`src/rtl/raster_bus_sched.sv`:
```
module raster_bus_sched #(
  parameter int LINE_A    = 63,
  parameter int LINE_B    = 65,
  parameter int WIN_START = 16,
  parameter int COLS      = 40,
  parameter int NSPR      = 8,
  parameter int REF_SLOTS = 5,
  parameter int BAND_TOP  = 48,
  parameter int BAND_BOT  = 247
) (
  input  logic       clk,
  input  logic       rst_n,
  input  logic       ntsc,
  input  logic [6:0] cyc,
  input  logic [8:0] line,
  input  logic [2:0] yscroll,
  input  logic       den,
  input  logic [7:0] spr_act,
  output logic [2:0] a_kind,
  output logic [5:0] a_idx,
  output logic [2:0] b_kind,
  output logic [5:0] b_idx
);
  localparam int WIN_END   = WIN_START + COLS - 1;
  localparam int REF_START = WIN_START - REF_SLOTS;

  localparam logic [2:0] K_CPU  = 3'd0;
  localparam logic [2:0] K_GFX  = 3'd1;
  localparam logic [2:0] K_MTX  = 3'd2;
  localparam logic [2:0] K_SPTR = 3'd3;
  localparam logic [2:0] K_SDAT = 3'd4;
  localparam logic [2:0] K_REF  = 3'd5;
  localparam logic [2:0] K_IDLE = 3'd6;

  logic       bad;
  logic [2:0] na_kind, nb_kind;
  logic [5:0] na_idx, nb_idx;

  assign bad = den && (int'(line) >= BAND_TOP) && (int'(line) <= BAND_BOT)
               && (line[2:0] == yscroll);

  always_comb begin
    int len, c, pc, nc;
    len = ntsc ? LINE_B : LINE_A;
    c   = int'(cyc);
    na_kind = K_IDLE; na_idx = '0;
    nb_kind = K_CPU;  nb_idx = '0;
    if (c >= REF_START && c < WIN_START) begin
      na_kind = K_REF;
    end else if (c >= WIN_START && c <= WIN_END) begin
      na_kind = K_GFX;
      na_idx  = 6'(c - WIN_START);
      if (bad) begin
        nb_kind = K_MTX;
        nb_idx  = 6'(c - WIN_START);
      end
    end
    for (int n = 0; n < NSPR; n++) begin
      pc = ((len - 6 + 2 * n) % len) + 1;
      nc = (pc == len) ? 1 : pc + 1;
      if (c == pc) begin
        na_kind = K_SPTR;
        na_idx  = 6'(n);
        if (spr_act[n]) begin
          nb_kind = K_SDAT;
          nb_idx  = 6'(n);
        end
      end else if (c == nc && spr_act[n]) begin
        na_kind = K_SDAT; na_idx = 6'(n);
        nb_kind = K_SDAT; nb_idx = 6'(n);
      end
    end
  end

  always_ff @(posedge clk) begin
    if (!rst_n) begin
      a_kind <= K_IDLE; a_idx <= '0;
      b_kind <= K_CPU;  b_idx <= '0;
    end else begin
      a_kind <= na_kind; a_idx <= na_idx;
      b_kind <= nb_kind; b_idx <= nb_idx;
    end
  end
endmodule

```
`config.mk`:
```
export PLATFORM = sky130hd
export DESIGN_NAME = raster_bus_sched
export DESIGN_NICKNAME = d
export VERILOG_FILES = /design/src/rtl/raster_bus_sched.sv
export SDC_FILE = /design/constraint.sdc
export NUM_CORES = 1
export LEC_CHECK = 0
export ABC_AREA = 1
export BUFFER_PORTS_ARGS = -buffer_cell sky130_fd_sc_hd__buf_2
export CORE_UTILIZATION = 38
export CTS_BUF_LIST = sky130_fd_sc_hd__clkbuf_8
export CTS_CLUSTER_SIZE = 20
export DETAILED_ROUTE_END_ITERATION = 7
export GPL_ROUTABILITY_DRIVEN = 0
export PLACE_DENSITY = 0.6
export SYNTH_ARGS = -nofsm -noshare
export SYNTH_HDL_FRONTEND = slang
export SYNTH_SLANG_ARGS = --single-unit
export TNS_END_PERCENT = 30
```
`constraint.sdc`:
```
create_clock -name clk -period 2.9 [get_ports clk]
set_input_delay 0.145 -clock clk [delete_from_list [all_inputs] [get_ports clk]]
set_output_delay 0.145 -clock clk [all_outputs]
set_load 0.02 [all_outputs]
```
* Yosys cells after proc, flatten, opt, wreduce, memory -nomap -nowiden *
Index checks and enable logic that the tools add are counted.

word-level totals
  flip-flop bits (word level) = 18
  bits in latches = 0
  memory bits (writable) = 0
  memory bits (read-only) = 0
  bits of input ports = 31
  output and inout bits = 18
  logic and storage cells = 186
  memories = 0

cells by class
  $add $sub $neg = 25
  multiply operators = 0
  divide/modulo/power cells = 8
  magnitude comparators = 6
  equality and inequality tests = 25
  shifts and indexed selects = 0
  muxes and demuxes = 99
  bitwise operators = 2
  reduce and logical (&&, ||, !) cells = 15

operators with widths
  operator                                                                             number
  32-bit by 2-bit adder with 32-bit output, second input constant                      16
  8-bit by 32-bit equality test with 1-bit output                                      16
  32-bit by 8-bit equality test with 1-bit output                                      8
  32-bit by 32-bit remainder unit with 32-bit output                                   8
  32-bit 2-to-1 mux                                                                    8
  3-bit 2-to-1 mux                                                                     60
  6-bit 2-to-1 mux                                                                     27
  8-bit by 5-bit adder with 9-bit output, second input constant                        4
  19-bit OR reduction                                                                  1
  8-bit by 4-bit adder with 9-bit output, second input constant                        2
  1-bit logical AND                                                                    13
  8-bit by 3-bit adder with 9-bit output, second input constant                        1
  9-bit by 6-bit greater-or-equal comparator with 1-bit output, second input constant  1
  9-bit by 8-bit <= comparator with 1-bit output, second input constant                1
  7-bit by 3-bit subtractor with 8-bit output, second input constant                   1
  7-bit by 4-bit greater-or-equal comparator with 1-bit output, second input constant  1
  7-bit by 5-bit greater-or-equal comparator with 1-bit output, second input constant  1
  7-bit by 6-bit <= comparator with 1-bit output, second input constant                1
  7-bit by 5-bit less-than comparator with 1-bit output, second input constant         1
  7-bit 2-to-1 mux                                                                     1
  2-bit 2-to-1 mux                                                                     3
  6-bit by 5-bit subtractor with 6-bit output, second input constant                   1
  3-bit equality test                                                                  1
  1-bit inverter                                                                       2
  2-bit OR reduction                                                                   1

* Depth between registers and ports, before layout *
Gate-level depths: netlist of run 1.

  word-level depth = 24
  gate-level depth with buffers = 19

* Worst setup path after synthesis of run 1 *
OpenSTA, ideal clock, no wires.

  path kind = input to register
  from = input port cyc[4]
  to = register b_idx[4]
  library setup time = 60 ps
  arrival time = 1389 ps
  setup slack = 1451 ps
  cell stages on the path = 11
  cells stage by stage = inv_1 ha_1 nand2_1 nor2_2 inv_2 nor3_1 or2_1 nand2_1 nand2_1 nor3_1 and3_1

between the ends
  cells in the longest elaborated chain, start to end = 20

RTL lines
  what                                                                 RTL line  text
  from (decl)                                                          14        input logic [6:0] cyc,
  6-bit by 5-bit subtractor with 6-bit output (tied with other cells)  55        nb_idx = 6'(c - WIN_START);
  6-bit 2-to-1 mux or 1-bit logical AND (tied branches)                53, 50
  6-bit 2-to-1 mux                                                     50        end else if (c >= WIN_START && c <= WIN_END) begin
  6-bit 2-to-1 mux                                                     48        if (c >= REF_START && c < WIN_START) begin
  6-bit 2-to-1 mux, on equally long branches                           68, 64
  6-bit 2-to-1 mux                                                     61        if (c == pc) begin
  6-bit 2-to-1 mux, on equally long branches                           68, 64
  6-bit 2-to-1 mux                                                     61
  [4 not listed]                                                       --
  6-bit 2-to-1 mux, on equally long branches                           68, 64
  6-bit 2-to-1 mux                                                     61
  6-bit 2-to-1 mux, on equally long branches                           68, 64
  6-bit 2-to-1 mux                                                     61
  6-bit 2-to-1 mux, on equally long branches                           68, 64
  6-bit 2-to-1 mux                                                     61
  6-bit 2-to-1 mux, on equally long branches                           68, 64
  6-bit 2-to-1 mux (*)                                                 61
  to (signal assigned)                                                 81        b_kind <= nb_kind; b_idx <= nb_idx;
  to (decl)                                                            22        output logic [5:0] b_idx

Mark *: on every way between the ends. The rest lies on a longest branch, timed or not.
A chain may end at the register's enable or synchronous reset.

* Worst setup path in the final report of run 1 *
  from = input port cyc[4]
  to = register a_idx[3]

between the ends
  cells in the longest elaborated chain, start to end = 4

RTL lines
  what                                                                                                                            RTL line  text
  7-bit by 5-bit greater-or-equal comparator with 1-bit output or 7-bit by 6-bit <= comparator with 1-bit output (tied branches)  50
  1-bit logical AND                                                                                                               50
  1-bit inverter (no line)                                                                                                        --
  19-bit OR reduction (no line) (*)                                                                                               --
  to (signal assigned)                                                                                                            80        a_kind <= na_kind; a_idx <= na_idx;
  to (decl)                                                                                                                       20        output logic [5:0] a_idx,

Marks and branches as above.

==> results of run 1 <==
[how the worst min path moves through the flow]
stage	endpoint	slack, ns
2_1_floorplan	a_kind[2]$_SDFF_PN1_	0.21
3_3_place_gp	a_idx[4]$_SDFF_PP0_	0.39
3_5_place_dp	a_kind[2]$_SDFF_PN1_	0.39
4_1_cts	a_kind[2]$_SDFF_PN1_	0.13
5_1_grt	a_kind[2]$_SDFF_PN1_	0.14
6_report	a_kind[2]$_SDFF_PN1_	0.13
[layout make-up]
type                            instances  area [sq um]
Clock inverter                          1          3.75
Sequential cell                        17           340
Inverter                               37           139
Clock buffer                            3          41.3
Tap cell                               46          57.6
Timing Repair Buffer                   47           235
Fill cell                             399          1690
Multi-Input combinational cell        170           830
[through the flow]
step / std cells / utilization [%] / area (sq um)
finish: 321 / 49.3 / 1650
global route: 321 / 49.3 / 1650
CTS: 321 / 49.3 / 1650
detailed placement: 317 / 48.0 / 1600
global placement: 317 / 48.0 / 1600
floorplan: 227 / - / 1330
[state kept, by name, summed over array words and instances, names as in the netlist]
name and cells:
a_idx 6, a_kind 3, b_idx 6, b_kind 2
[cells by family (layout without fill, tap and decap cells)]
| group | count (synthesis) | count (layout) |
|---|---|---|
| xor gates and xnor gates | 1 | 1 |
| AOI/OAI and AO/OA | 22 | 22 |
| other | 1 | 1 |
| buffers and inverters | 40 | 88 |
| and+or+nand+nor | 143 | 143 |
| adders and majority gates | 3 | 3 |
| DFF | 17 | 17 |
[placed cells by master (no fill, tap or decap), drive strengths merged, types with 2 or more instances in the layout]
master,instances
nand2,60
buf,47
nor2,44
inv,38
nand3,17
dfxtp,17
nor3,10
a21oi,9
o21ai,6
nand4,4
ha,3
clkbuf,3
or2,3
nand3b,2
o211ai,2
a31oi,2
[layer usage]
| metal | global-route usage, % | wire [microns] |
|---|---|---|
| met1 | 25.6 | 1560 |
| met2 | 33.5 | 1570 |
| met3 | 5.25 | 205 |
| met4 | 3.57 | 0 |
| met5 | 0 | 0 |
[critical path: stages]
cell     delay, ns
buf_2         0.14
inv_1         0.07
ha_1          0.18
nand2_1       0.14
nor2_2        0.08
inv_2         0.06
nor3_1        0.05
or2_1         0.26
nor4_1        0.27
nand4_1       0.21
nor2_1        0.14
[where the power goes]
group          total [mW]  internal [mW]  switching [mW]
clock               0.167         0.0937          0.0735
combinational       0.140         0.0513          0.0888
sequential          0.245          0.243         0.00179
total               0.552          0.388           0.164
==> flow_metrics.tcl, run 1 <==
set metrics [dict create \
    run_status "finished, final reports clean" \
    fin_ws_ns 1.32 \
    die-area_sq_um 3740 \
    num_vias 1507 \
    cp.required_ns 3.08 \
    io_pins 49 \
    hold_path.class "in2reg" \
    drt_first_iter_violations 70 \
    critPathLaunchType "primary input" \
    cts_tree "built" \
    rsz0062_at_grt "no" \
    avgSynthCellArea_sq_um 5.86 \
    synthMuxAreaShare_pct 0 \
    synth-warning-count 0 \
    synthTopCellsByCount "nand2_1 (58), nor2_1 (39), inv_1 (30)" \
    post_cts_resized 0 \
    synth-xor-area-share_pct 1.22 \
    firstDrtPassIters 4 \
    synthArstFlopShare_pct 0 \
    grt_pass1_vias 1347 \
    routed_wirelength_microns 3330 \
    synth_compound_gate_area_share_pct 9.77 \
    synth_ff_type "dfxtp_1" \
    yosys.area_share.simple_pct 48.2 \
    vdd_drop_max_mv 0.276 \
    ant_nets 0 \
    crit_start "cyc[4]" \
    yosysTopAreaCell "dfxtp_1" \
    cp-endpoint "a_idx[3]$_SDFF_PP0_" \
    synthAdderAreaFrac_pct 2.82 \
    whs_ns 0.133 \
    ctsRootBufferMaster "clkbuf_8" \
    diodes 0 \
    grt_overflow 0 \
    hold_viol 0 \
    drive_gt1_share_pct 25.5 \
    grt_util_all_layers_pct 19.8 \
    nNetsFinal 310 \
    grt_max_degree 10 \
    synth_seq_cells 17 \
    yosysMostFrequentCell "nand2_1" \
    coreArea_sq_um 3340 \
    die_h_microns 61.2 \
    post-route-period-util_pct 54.4 \
    cts_buffers 3 \
    syn_inst 227 \
    finalSetupViolations 0 \
    critPathMaxFanout 6 \
    slew_violations 0 \
    synth_top_family_by_area "simple AND/OR/NAND/NOR gates" \
    ys_top_cells_by_area "dfxtp_1 (26%), nand2_1 (16%), nor2_1 (11%)" \
    setup-tns-final_ns 0 \
    maxCapViolCount 0 \
    vias_per_cell 4.69 \
    cts_buffer_depth 2 \
    io_buffers 47 \
    post_drt_wl_per_cell_microns 10.4 \
    post-cts-setup-buffers 0 \
    netlist_area_sq_um 1330 \
    synth_top_area_share_pct 25.6 \
    total_leakage_power_nw 0.951 \
    drcViolationCount 0 \
    synth_edf_count 0 \
    clock_sinks 17 \
    ys_seq_area_share_pct 25.6 \
    synth_nets 261 \
    antenna_found_initial 0 \
    cp-end-kind "flip-flop" \
    clkTransAtPathRegs_ns 0.06 \
    fp-row-count 21 \
    cts_max_level 1 \
    final.min_clock_period_ns 1.58 \
    hold_start "rst_n" \
    crit_type "in2reg" \
    grt_pass1_wl_microns 5600 \
    floorplan.initialDensity_pct 39.9 \
    preCtsSetupSlack_ns 1.09 \
    die_w_microns 61.2 \
    power_uw 552 \
    area_delta_synth_final_pct 23.7 \
    hold_depth 2 \
    ctsHoldBuffers 0 \
    yosysUniqueCellTypes 31 \
    dp_hpwl_microns 2840 \
    crit_arrival_ns 1.76 \
    max_freq_mhz 634 \
    cellPowerDensity_nw_per_um2 335 \
]
No activity file was read; power rests on OpenSTA's default activity.
==> inputs of run 2 (changes only) <==
==> constraint.sdc (replaced) <==
create_clock -name clk -period 1.6 [get_ports clk]
set_input_delay 0.08 -clock clk [delete_from_list [all_inputs] [get_ports clk]]
set_output_delay 0.08 -clock clk [all_outputs]
set_load 0.02 [all_outputs]
==> run 2 against run 1 <==
Compared with the run above:
- core utilization increased by 4.8 points
- design area increased by 9.8%
- sequential share of layout area decreased by 1.8 points
- first-iteration DRC count decreased by 20%
- final cell count increased by 6.2%
- die area unchanged
- count of clock-buffer cells in the layout unchanged
- worst hold slack got worse by 0.065 ns
- highest routed layer is now met4
- clock power increased by 83%
- setup slack got worse by 1.2 ns
- combinational power increased by 95%
- power increased by 85%
==> flow_metrics.tcl, run 2 (synthesized netlist as in run 1, its figures left out) <==
set metrics [dict create \
    run_status "finished, final reports clean" \
    fin_util_pct 54.2 \
    ant_nets 0 \
    post_drt_wl_per_cell_microns 9.94 \
    die_w_microns 61.2 \
    grt_util_all_layers_pct 19.7 \
    coreArea_sq_um 3340 \
    die_h_microns 61.2 \
    dp_hpwl_microns 2990 \
    drt_first_iter_violations 56 \
    num_vias 1586 \
    rsz0062_at_grt "no" \
    largestRegisters "a_idx: 6 flops, b_idx: 6 flops, a_kind: 3 flops" \
    hold_viol 0 \
    cellPowerDensity_nw_per_um2 565 \
    grt_pass1_vias 1380 \
    drcViolationCount 0 \
    vias_per_cell 4.65 \
    post-cts-setup-buffers 0 \
    slew_violations 0 \
    mostFrequentLayoutCells "nand2_1 (58), buf_2 (47), nor2_1 (39)" \
    io_pins 49 \
    grt_pass1_wl_microns 5660 \
    hold_start "rst_n" \
    grt_overflow 0 \
    critPathLaunchType "primary input" \
    diodes 0 \
    total_leakage_power_nw 1.05 \
    cts_buffers 3 \
    cts_max_level 1 \
    whs_endpoint "a_kind[2]$_SDFF_PN1_" \
    seqCellArea_sq_um 340 \
    preCtsSetupSlack_ns -0.105 \
    vdd_drop_max_mv 0.543 \
    finalSetupViolations 0 \
    hold_depth 2 \
    placed_cell_area_sq_um 1750 \
    hold_path.class "in2reg" \
    clock_sinks 17 \
    crit_type "in2reg" \
    cts_buffer_depth 2 \
    crit_arrival_ns 1.68 \
    area_delta_synth_final_pct 35.8 \
    drive_gt1_share_pct 31.5 \
    final_common_cell "nand2_1" \
    fillers 365 \
    cp.required_ns 1.77 \
    io_buffers 47 \
    cts_tree "built" \
    firstDrtPassIters 5 \
    grt_max_degree 11 \
    final.min_clock_period_ns 1.51 \
    max_freq_mhz 662 \
    fp-row-count 21 \
    maxCapViolCount 0 \
    antenna_found_initial 0 \
    die-area_sq_um 3740 \
    multiInputGateArea_sq_um 840 \
    critPathMaxFanout 4 \
    clkTransAtPathRegs_ns 0.07 \
    post-route-period-util_pct 94.4 \
    nNetsFinal 330 \
    fin_ws_ns 0.0899 \
    ctsRootBufferMaster "clkbuf_8" \
    fin_area_sq_um 1810 \
    routed_wirelength_microns 3390 \
    cp-end-kind "flip-flop" \
    floorplan.initialDensity_pct 39.9 \
]
==> run 2: power by group <==
part / switching (mW) / total, mW / leakage, nW / internal (mW)
logic: 0.165 / 0.273 / 0.882 / 0.107
registers: 0.00344 / 0.444 / 0.139 / 0.441
clock network: 0.133 / 0.305 / 0.0255 / 0.172
total: 0.302 / 1.02 / 1.05 / 0.720
==> run 2: final cells by class <==
cell class                      count  share of cell area (%)
Multi-Input combinational cell    170                    46.4
Timing Repair Buffer               67                    21.3
Sequential cell                    17                    18.8
Inverter                           37                    7.68
Tap cell                           46                    3.18
Clock buffer                        3                    2.28
Clock inverter                      1                   0.277
==> run 2: repair_timing <==
action,in CTS,in global routing
hold buffers,0,0
endpoints found under the setup margin,0,7
gates resized for setup,0,2
==> run 2: worst max-delay path by stage <==
| stage | from | endpoint | cells after the start |
|---|---|---|---|
| 4_1_cts | cyc[4] | a_idx[4]$_SDFF_PP0_ | 11 |
| 2_1_floorplan | cyc[4] | b_idx[4]$_SDFF_PN0_ | 11 |
| 3_5_place_dp | cyc[4] | a_idx[3]$_SDFF_PP0_ | 11 |
| 6_report | cyc[4] | a_idx[4]$_SDFF_PP0_ | 11 |
| 5_1_grt | cyc[4] | b_idx[5]$_SDFF_PN0_ | 13 |
| 3_3_place_gp | cyc[4] | a_idx[4]$_SDFF_PP0_ | 11 |
==> run 2: per-layer routing <==
layer  part of all wire, %  global-route usage, %  vias to the layer above
li1                      -                      -                      853
met1                    48                   27.4                      695
met2                    46                   33.4                       36
met3                   4.9                   3.78                        2
met4                  0.32                  0.649                        0
met5                     0                      0                        -
==> run 2: worst max-delay path, stage by stage <==
cell and delay [ns]:
buf_2 0.12, inv_1 0.06, ha_1 0.18, nand2_1 0.14, nor2_2 0.07, inv_2 0.06, nor3_1 0.05, or2_1 0.26
nor4_1 0.29, nand4_1 0.22, nor2_1 0.15
==> run 2: through the flow <==
step,power (mW),cells,hold WS [ns],TNS [ns]
floorplan,0.620,227,0.149,0
finish,1.02,341,0.0678,0
CTS,1.03,341,0.0745,0
global placement,0.727,337,0.327,-0.889
detailed placement,0.725,337,0.330,-0.800
global route,1.09,341,0.0712,0
